## config.mk

```make
export PLATFORM = sky130hd
export DESIGN_NAME = ecc_ilv_mem
export DESIGN_NICKNAME = d
export VERILOG_FILES = /design/src/rtl/ecc_ilv_pkg.sv /design/src/rtl/ecc_ilv_enc.sv /design/src/rtl/ecc_ilv_dec.sv /design/src/rtl/ecc_ilv_map.sv /design/src/rtl/ecc_ilv_array.sv /design/src/rtl/ecc_ilv_mem.sv
export SDC_FILE = /design/constraint.sdc
export NUM_CORES = 1
export LEC_CHECK = 0
export BUFFER_PORTS_ARGS = -buffer_cell sky130_fd_sc_hd__clkbuf_2
export CORE_MARGIN = 3
export CORE_UTILIZATION = 48
export CTS_CLUSTER_DIAMETER = 200
export DETAILED_ROUTE_END_ITERATION = 7
export GPL_ROUTABILITY_DRIVEN = 0
export HOLD_SLACK_MARGIN = 0.15
export PLACE_DENSITY = 0.61
export SLEW_MARGIN = 20
export SYNTH_ARGS = -nofsm -noshare
export SYNTH_HDL_FRONTEND = slang
export SYNTH_SLANG_ARGS = --single-unit
```

## constraint.sdc

```tcl
create_clock -name clk -period 4.9 [get_ports clk]
set_input_delay 0.98 -clock clk [delete_from_list [all_inputs] [get_ports clk]]
set_output_delay 0.98 -clock clk [all_outputs]
set_load 0.02 [all_outputs]
```

## src/rtl/ecc_ilv_pkg.sv

```systemverilog
package ecc_ilv_pkg;
  localparam int NIB_W = 4;
  localparam int CW_W  = 8;
  localparam int SYN_W = 3;
  typedef logic [NIB_W-1:0] nib_t;
  typedef logic [CW_W-1:0]  cw_t;
  typedef logic [SYN_W-1:0] syn_t;
endpackage

```

## src/rtl/ecc_ilv_enc.sv

```systemverilog
module ecc_ilv_enc
  import ecc_ilv_pkg::*;
(
  input  nib_t nib,
  output cw_t  cw
);
  cw_t body;
  always_comb begin
    body    = '0;
    body[3] = nib[0];
    body[5] = nib[1];
    body[6] = nib[2];
    body[7] = nib[3];
    body[1] = nib[0] ^ nib[1] ^ nib[3];
    body[2] = nib[0] ^ nib[2] ^ nib[3];
    body[4] = nib[1] ^ nib[2] ^ nib[3];
    body[0] = ^body[7:1];
  end
  assign cw = body;
endmodule

```

## src/rtl/ecc_ilv_dec.sv

```systemverilog
module ecc_ilv_dec
  import ecc_ilv_pkg::*;
(
  input  cw_t  cw,
  output nib_t nib,
  output logic fixed_one,
  output logic double_err
);
  syn_t syn;
  logic par_bad;
  cw_t  repaired;
  always_comb begin
    syn[0]  = cw[1] ^ cw[3] ^ cw[5] ^ cw[7];
    syn[1]  = cw[2] ^ cw[3] ^ cw[6] ^ cw[7];
    syn[2]  = cw[4] ^ cw[5] ^ cw[6] ^ cw[7];
    par_bad = ^cw;
    repaired = cw;
    if (par_bad && (syn != '0))
      repaired[syn] = ~cw[syn];
  end
  assign nib        = {repaired[7], repaired[6], repaired[5], repaired[3]};
  assign fixed_one  = par_bad;
  assign double_err = !par_bad && (syn != '0);
endmodule

```

## src/rtl/ecc_ilv_map.sv

```systemverilog
module ecc_ilv_map
  import ecc_ilv_pkg::*;
#(
  parameter int LANES = 2,
  localparam int WORD_W = LANES * CW_W
) (
  input  logic [LANES-1:0][CW_W-1:0] lanes_in,
  output logic [WORD_W-1:0]          word_out,
  input  logic [WORD_W-1:0]          word_in,
  output logic [LANES-1:0][CW_W-1:0] lanes_out
);
  for (genvar l = 0; l < LANES; l++) begin : g_lane
    for (genvar k = 0; k < CW_W; k++) begin : g_bit
      assign word_out[LANES*k + l] = lanes_in[l][k];
      assign lanes_out[l][k]       = word_in[LANES*k + l];
    end
  end
endmodule

```

## src/rtl/ecc_ilv_array.sv

```systemverilog
module ecc_ilv_array #(
  parameter int DEPTH  = 16,
  parameter int WORD_W = 16,
  localparam int AW    = $clog2(DEPTH)
) (
  input  logic              clk,
  input  logic              rst_n,
  input  logic              ce,
  input  logic              we,
  input  logic [AW-1:0]     addr,
  input  logic [WORD_W-1:0] wr_word,
  input  logic              inj_en,
  input  logic [AW-1:0]     inj_addr,
  input  logic [WORD_W-1:0] inj_mask,
  output logic [WORD_W-1:0] rd_word,
  output logic              rd_valid
);
  logic [WORD_W-1:0] cells [DEPTH];

  always_ff @(posedge clk) begin
    if (!rst_n) begin
      for (int i = 0; i < DEPTH; i++) cells[i] <= '0;
    end else begin
      for (int i = 0; i < DEPTH; i++) begin
        if (ce && we && (addr == AW'(i)))
          cells[i] <= wr_word ^ ((inj_en && (inj_addr == AW'(i))) ? inj_mask : '0);
        else if (inj_en && (inj_addr == AW'(i)))
          cells[i] <= cells[i] ^ inj_mask;
      end
    end
  end

  always_ff @(posedge clk) begin
    if (!rst_n) begin
      rd_word  <= '0;
      rd_valid <= 1'b0;
    end else begin
      rd_valid <= ce && !we;
      if (ce && !we) rd_word <= cells[addr];
    end
  end
endmodule

```

## src/rtl/ecc_ilv_mem.sv

```systemverilog
module ecc_ilv_mem
  import ecc_ilv_pkg::*;
#(
  parameter int DEPTH = 16,
  parameter int LANES = 2,
  localparam int AW     = $clog2(DEPTH),
  localparam int DATA_W = LANES * NIB_W,
  localparam int WORD_W = LANES * CW_W
) (
  input  logic              clk,
  input  logic              rst_n,
  input  logic              ce,
  input  logic              we,
  input  logic [AW-1:0]     addr,
  input  logic [DATA_W-1:0] din,
  output logic [DATA_W-1:0] dout,
  output logic              rvalid,
  output logic              err_corrected,
  output logic              err_uncorrectable,
  input  logic              inj_en,
  input  logic [AW-1:0]     inj_addr,
  input  logic [WORD_W-1:0] inj_mask
);
  logic [LANES-1:0][CW_W-1:0] wr_lanes, rd_lanes;
  logic [WORD_W-1:0]          wr_word, rd_word;
  logic [LANES-1:0]           lane_fix, lane_dbl;

  for (genvar l = 0; l < LANES; l++) begin : g_codec
    ecc_ilv_enc enc_i (
      .nib (din[l*NIB_W +: NIB_W]),
      .cw  (wr_lanes[l])
    );
    ecc_ilv_dec dec_i (
      .cw         (rd_lanes[l]),
      .nib        (dout[l*NIB_W +: NIB_W]),
      .fixed_one  (lane_fix[l]),
      .double_err (lane_dbl[l])
    );
  end

  ecc_ilv_map #(.LANES(LANES)) map_i (
    .lanes_in  (wr_lanes),
    .word_out  (wr_word),
    .word_in   (rd_word),
    .lanes_out (rd_lanes)
  );

  ecc_ilv_array #(.DEPTH(DEPTH), .WORD_W(WORD_W)) array_i (
    .clk      (clk),
    .rst_n    (rst_n),
    .ce       (ce),
    .we       (we),
    .addr     (addr),
    .wr_word  (wr_word),
    .inj_en   (inj_en),
    .inj_addr (inj_addr),
    .inj_mask (inj_mask),
    .rd_word  (rd_word),
    .rd_valid (rvalid)
  );

  assign err_corrected     = |lane_fix;
  assign err_uncorrectable = |lane_dbl;
endmodule

```

### Yosys cells after proc, flatten, opt, wreduce, memory -nomap -nowiden

Memory sizes are Yosys's and may differ from the RTL's. A register that Yosys moved wholly into a read port is not among the register bits.
Index checks and enable logic that the tools add are counted.
Widths: inputs -> output; s select.

* bits in registers: 1
* output and inout bits: 11
* input bits: 37
* RAM bits: 256
* memories kept: 1

Memories
* array_i.cells: depth 16, bits a word 16, rd ports 17, clocked after memory_dff 1, write ports 16, RTL line ecc_ilv_array.sv:18 `logic [WORD_W-1:0] cells [DEPTH];`

* bitwise logic cells: 96
* muxes and demuxes: 173
* order comparisons: 4
* reductions and logical operators: 54
* equality and inequality tests: 30

Operators with widths (number)
* $mux 16: 48
* $xor 16x16->16: 32
* $mux 1: 117
* $eq 4x4->1 const B: 16
* $logic_and 1x1->1: 40
* $eq 4x3->1 const B: 8
* $or 1x1->1: 32
* $xor 1x1->1: 30
* $bwmux 8: 2
* $eq 4x2->1 const B: 4
* $mux 8: 2
* $reduce_xor 8->1: 2
* $reduce_xor 7->1: 2
* $eq 4x1->1 const B: 2
* $logic_not 4->1: 2
* $lt 3x4->1 const B: 2
* $bmux 1 s3: 2
* $demux 1 s3: 2
* $ge 3x1->1 const B: 2
* $reduce_bool 3->1: 2
* $logic_not 1->1: 4
* $reduce_or 2->1: 2
* $not 1->1: 2

### Depth between registers and ports, before layout

Gate-level depths: netlist (run 1).

* word-level depth: 9
* gate-level depth with buffers: 9
* gate-level depth less buffers: 5

### Modules after synthesis

A second synthesis (run 1) with hierarchy kept.

* cell total of the unflattened synthesis: 2420
* area total of the unflattened synthesis: 22177.5 µm²

Modules (own cells, without submodules)
* ecc_ilv_array: cells each 2278, seq. area each 8027.7 µm², area each 20913.8 µm², times used 1
* ecc_ilv_dec: cells each 46, seq. area each 0.0 µm², area each 372.9 µm², times used 2
* ecc_ilv_enc: cells each 8, seq. area each 0.0 µm², area each 132.6 µm², times used 2
* ecc_ilv_map: cells each 32, seq. area each 0.0 µm², area each 240.2 µm², times used 1
* ecc_ilv_mem: cells each 2, seq. area each 0.0 µm², area each 12.5 µm², times used 1

### Worst setup path before layout (run 1)

OpenSTA, ideal clock, no wires.

* kind: in2reg
* start: in addr[2]
* end: mem array_i.cells[10][0] (enable)
* buffers on the path: 1
* cell stages on the path: 3
* slack: 2066 ps
* arrival: 2439 ps
* library setup time: 394 ps
* path through: buf_2 nand4b_1 o211ai_1

RTL lines
* from (decl): RTL line ecc_ilv_mem.sv:14 `input logic [AW-1:0] addr,`
* to (decl): RTL line ecc_ilv_array.sv:18

### Final worst setup path (run 1)

* start: reg array_i.rd_word[5], read port of array_i.cells
* end: out dout[4]

* longest elaborated chain between the ends: 9
* elaborated cells on any way between the ends: 16
* those cells by class: order compare (2); mux (6); bitwise (4); reduce/logical (4)

RTL lines
* from (decl): RTL line ecc_ilv_array.sv:15 `output logic [WORD_W-1:0] rd_word,`
* $xor 1x1->1 (3 in series): RTL line ecc_ilv_dec.sv:14 `syn[1] = cw[2] ^ cw[3] ^ cw[6] ^ cw[7];`
* $lt 3x4->1 (not written as such) / $ge 3x1->1 (equally long branches): RTL line ecc_ilv_dec.sv:19 `repaired[syn] = ~cw[syn];`
* $logic_and 1x1->1 (not written as such): RTL line ecc_ilv_dec.sv:19
* $mux 1 (not written as such): RTL line ecc_ilv_dec.sv:19
* $demux 1 s3
* $bwmux 8: RTL line ecc_ilv_dec.sv:19
* $mux 8 *: RTL line ecc_ilv_dec.sv:18 `if (par_bad && (syn != '0))`
* to (decl): RTL line ecc_ilv_mem.sv:16 `output logic [DATA_W-1:0] dout,`

Mark *: on every way between the ends. The rest lies on a longest branch, timed or not. The select of a mux whose other input is x is not followed.

==> results.sh, run 1 <==
export IMPL_antenna_found_initial=3
export IMPL_die_area_um2=46400
export IMPL_hold_buffers=0
export IMPL_rsz0062_at_grt="no"
export IMPL_cts_tree="yes"
export IMPL_final_setup_skew_ns=0.0130
export IMPL_grt_ovfl_total=0
export IMPL_vias=20600
export IMPL_path_clk_slew_ns=0.06
export IMPL_cts_root_buffer="clkbuf_16"
export IMPL_wl_per_cell_um=31.4
export IMPL_worst_pin_slew_ns=1.19
export IMPL_core_um2=43200
export IMPL_critPathMaxFanout=10
export IMPL_slew_headroom=0.207
export IMPL_grt_max_degree=68
export IMPL_ioPinCount=48
export IMPL_crit_slowest_cell="or4b_1"
export IMPL_dr_pass1_iters=8
export IMPL_synth_mux_area_frac=0.0878
export IMPL_fp_dieH_um=215
export IMPL_irDropWorstVdd_v=0.000220
export IMPL_hold_path_class="flop to flop"
export IMPL_finalWirelength_mm=87.3
export IMPL_first_global_vias=19200
export IMPL_clock_sinks=273
export IMPL_synth_seq_cells=273
export IMPL_synth_simple_gate_area_frac=0.131
export IMPL_synth_compound_area_frac=0.251
export IMPL_cts_buffers=35
export IMPL_synthCells=2242
export IMPL_htree_levels=2
export IMPL_hold_violations=0
export IMPL_final_util=0.532
export IMPL_grt_first_pass_wirelength_mm=128
export IMPL_clk_path_buf_depth=3
export IMPL_ys_seq_area_frac=0.381
export IMPL_run_status="completed"
export IMPL_pwr_density_cell_nw_per_um2=313
export IMPL_cp_end_kind="primary output"
export IMPL_post_route_period_util=0.740
export IMPL_synth_adder_area_share=0
export IMPL_ys_flop_type="edfxtp_1"
export IMPL_max_freq_ghz=0.276
export IMPL_critPathLaunchType="flop"
export IMPL_setup_viol=0
export IMPL_finish_instance_area_um2=23000
export IMPL_synth_nets=2279
export IMPL_path_buf_inv=1
export IMPL_die_w_um=215
export IMPL_drive_gt1_frac=0.140
export IMPL_grt_use_total=0.364
export IMPL_hpwl_mm=56.2
export IMPL_ctsResizeCount=0
export IMPL_crit_type="flop to primary output"
export IMPL_area_growth_pct=9.06
export IMPL_syn_area_um2=21100
export IMPL_drtIter0Drc=3339
export IMPL_place_ws_ns=1.04
export IMPL_syn_area_per_cell_um2=9.39
export IMPL_fp_row_count=76
export IMPL_max_stage_delay_ns=0.50
export IMPL_drv_cap=0
export IMPL_clock_latency_ns=0.56
export IMPL_synth_top_family_by_area="compound AO/OA/AOI/OAI gates"
export IMPL_layout_commonest_cell="a21oi_1"
export IMPL_vias_per_cell=7.40
export IMPL_mostFrequentLayoutCells="278 x a21oi_1, 256 x edfxtp_1, 172 x o21ai_0"
export IMPL_finalSetupTns_ns=0
export IMPL_crit_family="simple AND/OR/NAND/NOR gates"
export IMPL_cp_cell_sequence="xnor2_2, or4b_1, nor4_1, a21oi_1, o221a_2, clkbuf_2"
export IMPL_synth_warnings=0
export IMPL_synthXorXnorAreaFrac=0.0934
export IMPL_start_util=0.488
export IMPL_worstPathRequired_ns=3.92
export IMPL_setup_ws_ns=1.27
export IMPL_period_needed_ns=3.63
export IMPL_drv_slew=0
export IMPL_post_cts_buffers=0
export IMPL_dpl_cell_area_um2=21800
export IMPL_ant_nets=0
export IMPL_p_leak_nw=7.44
export IMPL_finalNetCount=2207
export IMPL_synth_enable_flop_cells=256
export IMPL_worstPathArrival_ns=2.65
export IMPL_async_reset_ff_frac=0
export IMPL_portBuffers=47
export IMPL_drc=0
export IMPL_yosysUniqueCellTypes=61
-- final cells by class --
class,count,area [um^2]
clock buffers,46,960
inverters,19,71.3
diodes,2,5.00
clock inverters,14,164
repair buffers,154,1050
flip-flops and latches,273,8030
multi-input cells,1687,12000
well taps,585,732
fillers,3974,20200
-- kinds of logic after synthesis --
logic type                count (synthesis)
and+or+nand+nor                         532
DFF                                     273
muxes                                   104
buffers and inverters                   282
AOI/OAI and AO/OA                       829
xor gates and xnor gates                222
-- where the power goes --
group / total, mW / leakage, nW / switching, mW / internal [mW]
Combinational: 1.55 / 4.27 / 0.985 / 0.563
Sequential: 2.96 / 2.63 / 0.189 / 2.77
Clock: 2.69 / 0.551 / 1.10 / 1.58
Total: 7.19 / 7.44 / 2.28 / 4.92
-- through the flow --
stage	instances	hold slack, ns	power, mW
5_1_grt	2778	0.562	7.37
3_5_place_dp	2718	0.525	4.48
6_report	2780	0.562	7.19
3_3_place_gp	2718	0.524	4.45
2_1_floorplan	2242	0.456	3.93
4_1_cts	2778	0.538	7.13
-- worst min-delay path, stage by stage, from the launching register on --
cell and delay (ns):
dfxtp_1 0.38, a21oi_1 0.08, o21ai_0 0.07
-- flip-flops by register name (all words and copies together), names as in the netlist --
signal,count
array_i.rd_word,16
array_i.cells,256
array_i.rd_valid,1
-- synth_stat cells (69+ instances only) --
library cell    n  share of area
xnor2_1        99          0.041
a21oi_1       278          0.066
buf_2          73          0.017
a221oi_1       69          0.029
a22oi_1        72          0.026
xor2_1        120          0.050
nand2_1        81          0.014
or3_1          80          0.024
edfxtp_1      256           0.37
o21ai_0       172          0.041
a31oi_1        75          0.022
nor2_1        155          0.028
a32oi_1        73          0.030
nor3_1         69          0.016
clkbuf_1      176          0.031
-- worst paths after layout --
path,endpoint,slack (ns),startpoint,cells past startpoint
max,dout[4],1.27,array_i.rd_word[5],6
min,array_i.rd_word[8],0.56,array_i.rd_word[8],2
max reg2reg,array_i.rd_word[7],2.96,array_i.cells[15][7],3
min reg2reg,array_i.rd_word[8],0.56,array_i.rd_word[8],2
-- per-layer routing --
metal	GRT usage	wire length [um]	vias to the layer above
met1	0.487	32000	9885
li1	-	-	8514
met4	0.167	4750	4
met5	0	28	-
met3	0.116	13600	368
met2	0.540	37100	1793
Power figures use the tool's default switching activity.
==> inputs of run 2 (changes only) <==
--- a/config.mk
+++ b/config.mk
@@ -12,7 +12,7 @@
 export DETAILED_ROUTE_END_ITERATION = 7
 export GPL_ROUTABILITY_DRIVEN = 0
 export HOLD_SLACK_MARGIN = 0.15
-export PLACE_DENSITY = 0.61
+export PLACE_DENSITY = 0.63
 export SLEW_MARGIN = 20
 export SYNTH_ARGS = -nofsm -noshare
 export SYNTH_HDL_FRONTEND = slang
==> constraint.sdc (replaced) <==
create_clock -name clk -period 3 [get_ports clk]
set_input_delay 0.6 -clock clk [delete_from_list [all_inputs] [get_ports clk]]
set_output_delay 0.6 -clock clk [all_outputs]
set_load 0.02 [all_outputs]
==> results.sh, run 2 (synthesized netlist as in run 1, its figures left out) <==
export IMPL_reg_largest_list="array_i.cells (256), array_i.rd_word (16), array_i.rd_valid (1)"
export IMPL_start_util=0.488
export IMPL_drtIter0Drc=2781
export IMPL_largest_register_ffs=256
export IMPL_final_setup_skew_ns=0.0146
export IMPL_p_sw_frac=0.313
export IMPL_multiInputGateArea_um2=12100
export IMPL_core_um2=43200
export IMPL_worst_hold_startpoint="ce"
export IMPL_setup_viol=0
export IMPL_critPathMaxFanout=7
export IMPL_cts_buffers=34
export IMPL_holdPathEnd="array_i.rd_valid"
export IMPL_grt_first_pass_wirelength_mm=118
export IMPL_clock_sinks=273
export IMPL_grt_use_total=0.327
export IMPL_grt_max_degree=39
export IMPL_power_frac_seq=0.416
export IMPL_path_clk_slew_ns=0.06
export IMPL_worstPathRequired_ns=2.40
export IMPL_rsz0062_at_grt="yes"
export IMPL_drc=9
export IMPL_worst_pin_slew_ns=1.13
export IMPL_die_area_um2=46400
export IMPL_vias=20100
export IMPL_crit_slowest_cell="or4b_4"
export IMPL_ioPinCount=48
export IMPL_worstPathArrival_ns=2.31
export IMPL_p_sw_mw=3.61
export IMPL_finalSetupTns_ns=0
export IMPL_drv_slew=0
export IMPL_drv_cap=0
export IMPL_max_freq_ghz=0.344
export IMPL_max_stage_delay_ns=0.57
export IMPL_cp_end_kind="primary output"
export IMPL_ff2ff_setup_slack_ns=1.24
export IMPL_wl_per_cell_um=27.6
export IMPL_run_status="finished, violations left"
export IMPL_clk_path_buf_depth=3
export IMPL_critPathLaunchType="flop"
export IMPL_hold_path_cell_count=2
export IMPL_hpwl_mm=54.2
export IMPL_htree_levels=2
export IMPL_fp_dieH_um=215
export IMPL_drive_gt1_frac=0.172
export IMPL_mostFrequentLayoutCells="278 x a21oi_1, 256 x edfxtp_1, 172 x o21ai_0"
export IMPL_clkPwrFrac=0.361
export IMPL_p_int_mw=7.91
export IMPL_finalWirelength_mm=78.1
export IMPL_pwr_density_cell_nw_per_um2=489
export IMPL_irDropWorstVdd_v=0.000358
export IMPL_fp_row_count=76
export IMPL_portBuffers=47
export IMPL_dr_pass1_iters=8
export IMPL_p_comb_frac=0.223
export IMPL_r2r_cells=4
export IMPL_period_needed_ns=2.91
export IMPL_layout_commonest_cell="a21oi_1"
export IMPL_top_register="array_i.cells"
export IMPL_hold_violations=0
export IMPL_ff_latch_area_um2=8050
export IMPL_ant_nets=0
export IMPL_hold_path_class="input port to flop"
export IMPL_nFillCells=3858
export IMPL_reg2reg_to="array_i.rd_word[15]"
export IMPL_first_global_vias=19000
export IMPL_setup_ws_ns=0.0895
export IMPL_cts_root_buffer="clkbuf_16"
export IMPL_r2r_start="array_i.cells[15][15]"
export IMPL_cts_tree="yes"
export IMPL_p_leak_nw=7.76
export IMPL_post_route_period_util=0.970
export IMPL_vias_per_cell=7.09
export IMPL_place_ws_ns=0.0275
export IMPL_hold_buffers=0
export IMPL_finalNetCount=2258
export IMPL_cp_cell_sequence="xnor2_2, or4b_4, nor4_2, a21oi_1, o221a_2, clkbuf_2"
export IMPL_antenna_found_initial=6
export IMPL_slew_headroom=0.242
export IMPL_failed_checks="DRC"
export IMPL_area_growth_pct=12.0
export IMPL_clock_latency_ns=0.55
export IMPL_crit_type="flop to primary output"
export IMPL_grt_ovfl_total=0
export IMPL_final_util=0.546
export IMPL_die_w_um=215
[run 2: cell types whose count changed in the layout (fill, tap and decap cells not counted), sizes merged]
cell	change
buf	+52
clkbuf	+4
bufinv	-3
clkinvlp	+1
diode	-1
[run 2: worst max-delay path, delay by kind of cell (launching register included)]
kind,cells,cell delay (ns)
AO/OA/AOI/OAI,2,0.30
buffers and inverters,1,0.15
XOR/XNOR,1,0.20
flip-flops,1,0.38
AND/OR/NAND/NOR,2,0.72
[run 2: timing repair]
action,4_1_cts,5_1_grt
resized for setup,18,17
endpoints found under the setup margin,4,6
buffers inserted,0,1
hold endpoints to repair,0,0
pin swaps,0,2
[run 2: cell type report]
cell class                 instances  share of cell area
timing repair buffer             206              0.0662
clock buffer                      50              0.0422
antenna                            1            0.000106
sequential                       273               0.341
inverter                          19             0.00302
multi-input combinational       1687               0.513
tap                              585              0.0310
clock inverter                    12             0.00345
[run 2: stage by stage]
stage	cells	cell area, um^2	total power [mW]	hold WS [ns]
3_3_place_gp	2769	22300	7.22	0.491
4_1_cts	2831	23500	11.4	0.481
6_report	2833	23600	11.5	0.526
3_5_place_dp	2769	22300	7.29	0.488
5_1_grt	2833	23600	11.9	0.514
2_1_floorplan	2242	21100	6.42	0.456
[run 2: power groups by stage]
| stage | Clock (mW) | Sequential, mW | Combinational (mW) |
|---|---|---|---|
| 2_1_floorplan | 0 | 4.74 | 1.68 |
| 6_report | 4.16 | 4.79 | 2.57 |
| 3_3_place_gp | 0 | 4.84 | 2.38 |
| 3_5_place_dp | 0 | 4.85 | 2.44 |
| 5_1_grt | 4.30 | 4.83 | 2.73 |
| 4_1_cts | 4.16 | 4.78 | 2.47 |
[run 2: worst max path at each step]
| stage | from | slack [ns] | cells past startpoint | end |
|---|---|---|---|---|
| after floorplan | addr[2] | 0.55 | 3 | array_i.cells[10][0] |
| after global placement | addr[2] | 0.03 | 7 | array_i.cells[8][1] |
| after detailed placement | addr[2] | 0.03 | 7 | array_i.cells[8][1] |
| after CTS | array_i.rd_word[7] | 0.006 | 6 | dout[4] |
| after global routing | array_i.rd_word[11] | -0.01 | 5 | dout[6] |
| final | array_i.rd_word[13] | 0.09 | 6 | dout[4] |
[run 2: per-layer routing]
metal	vias to the layer above	wire length, um	global-route usage
li1	8613	-	-
met1	9693	29400	0.436
met2	1509	35200	0.509
met3	263	10200	0.0834
met4	4	3290	0.138
met5	-	27	0
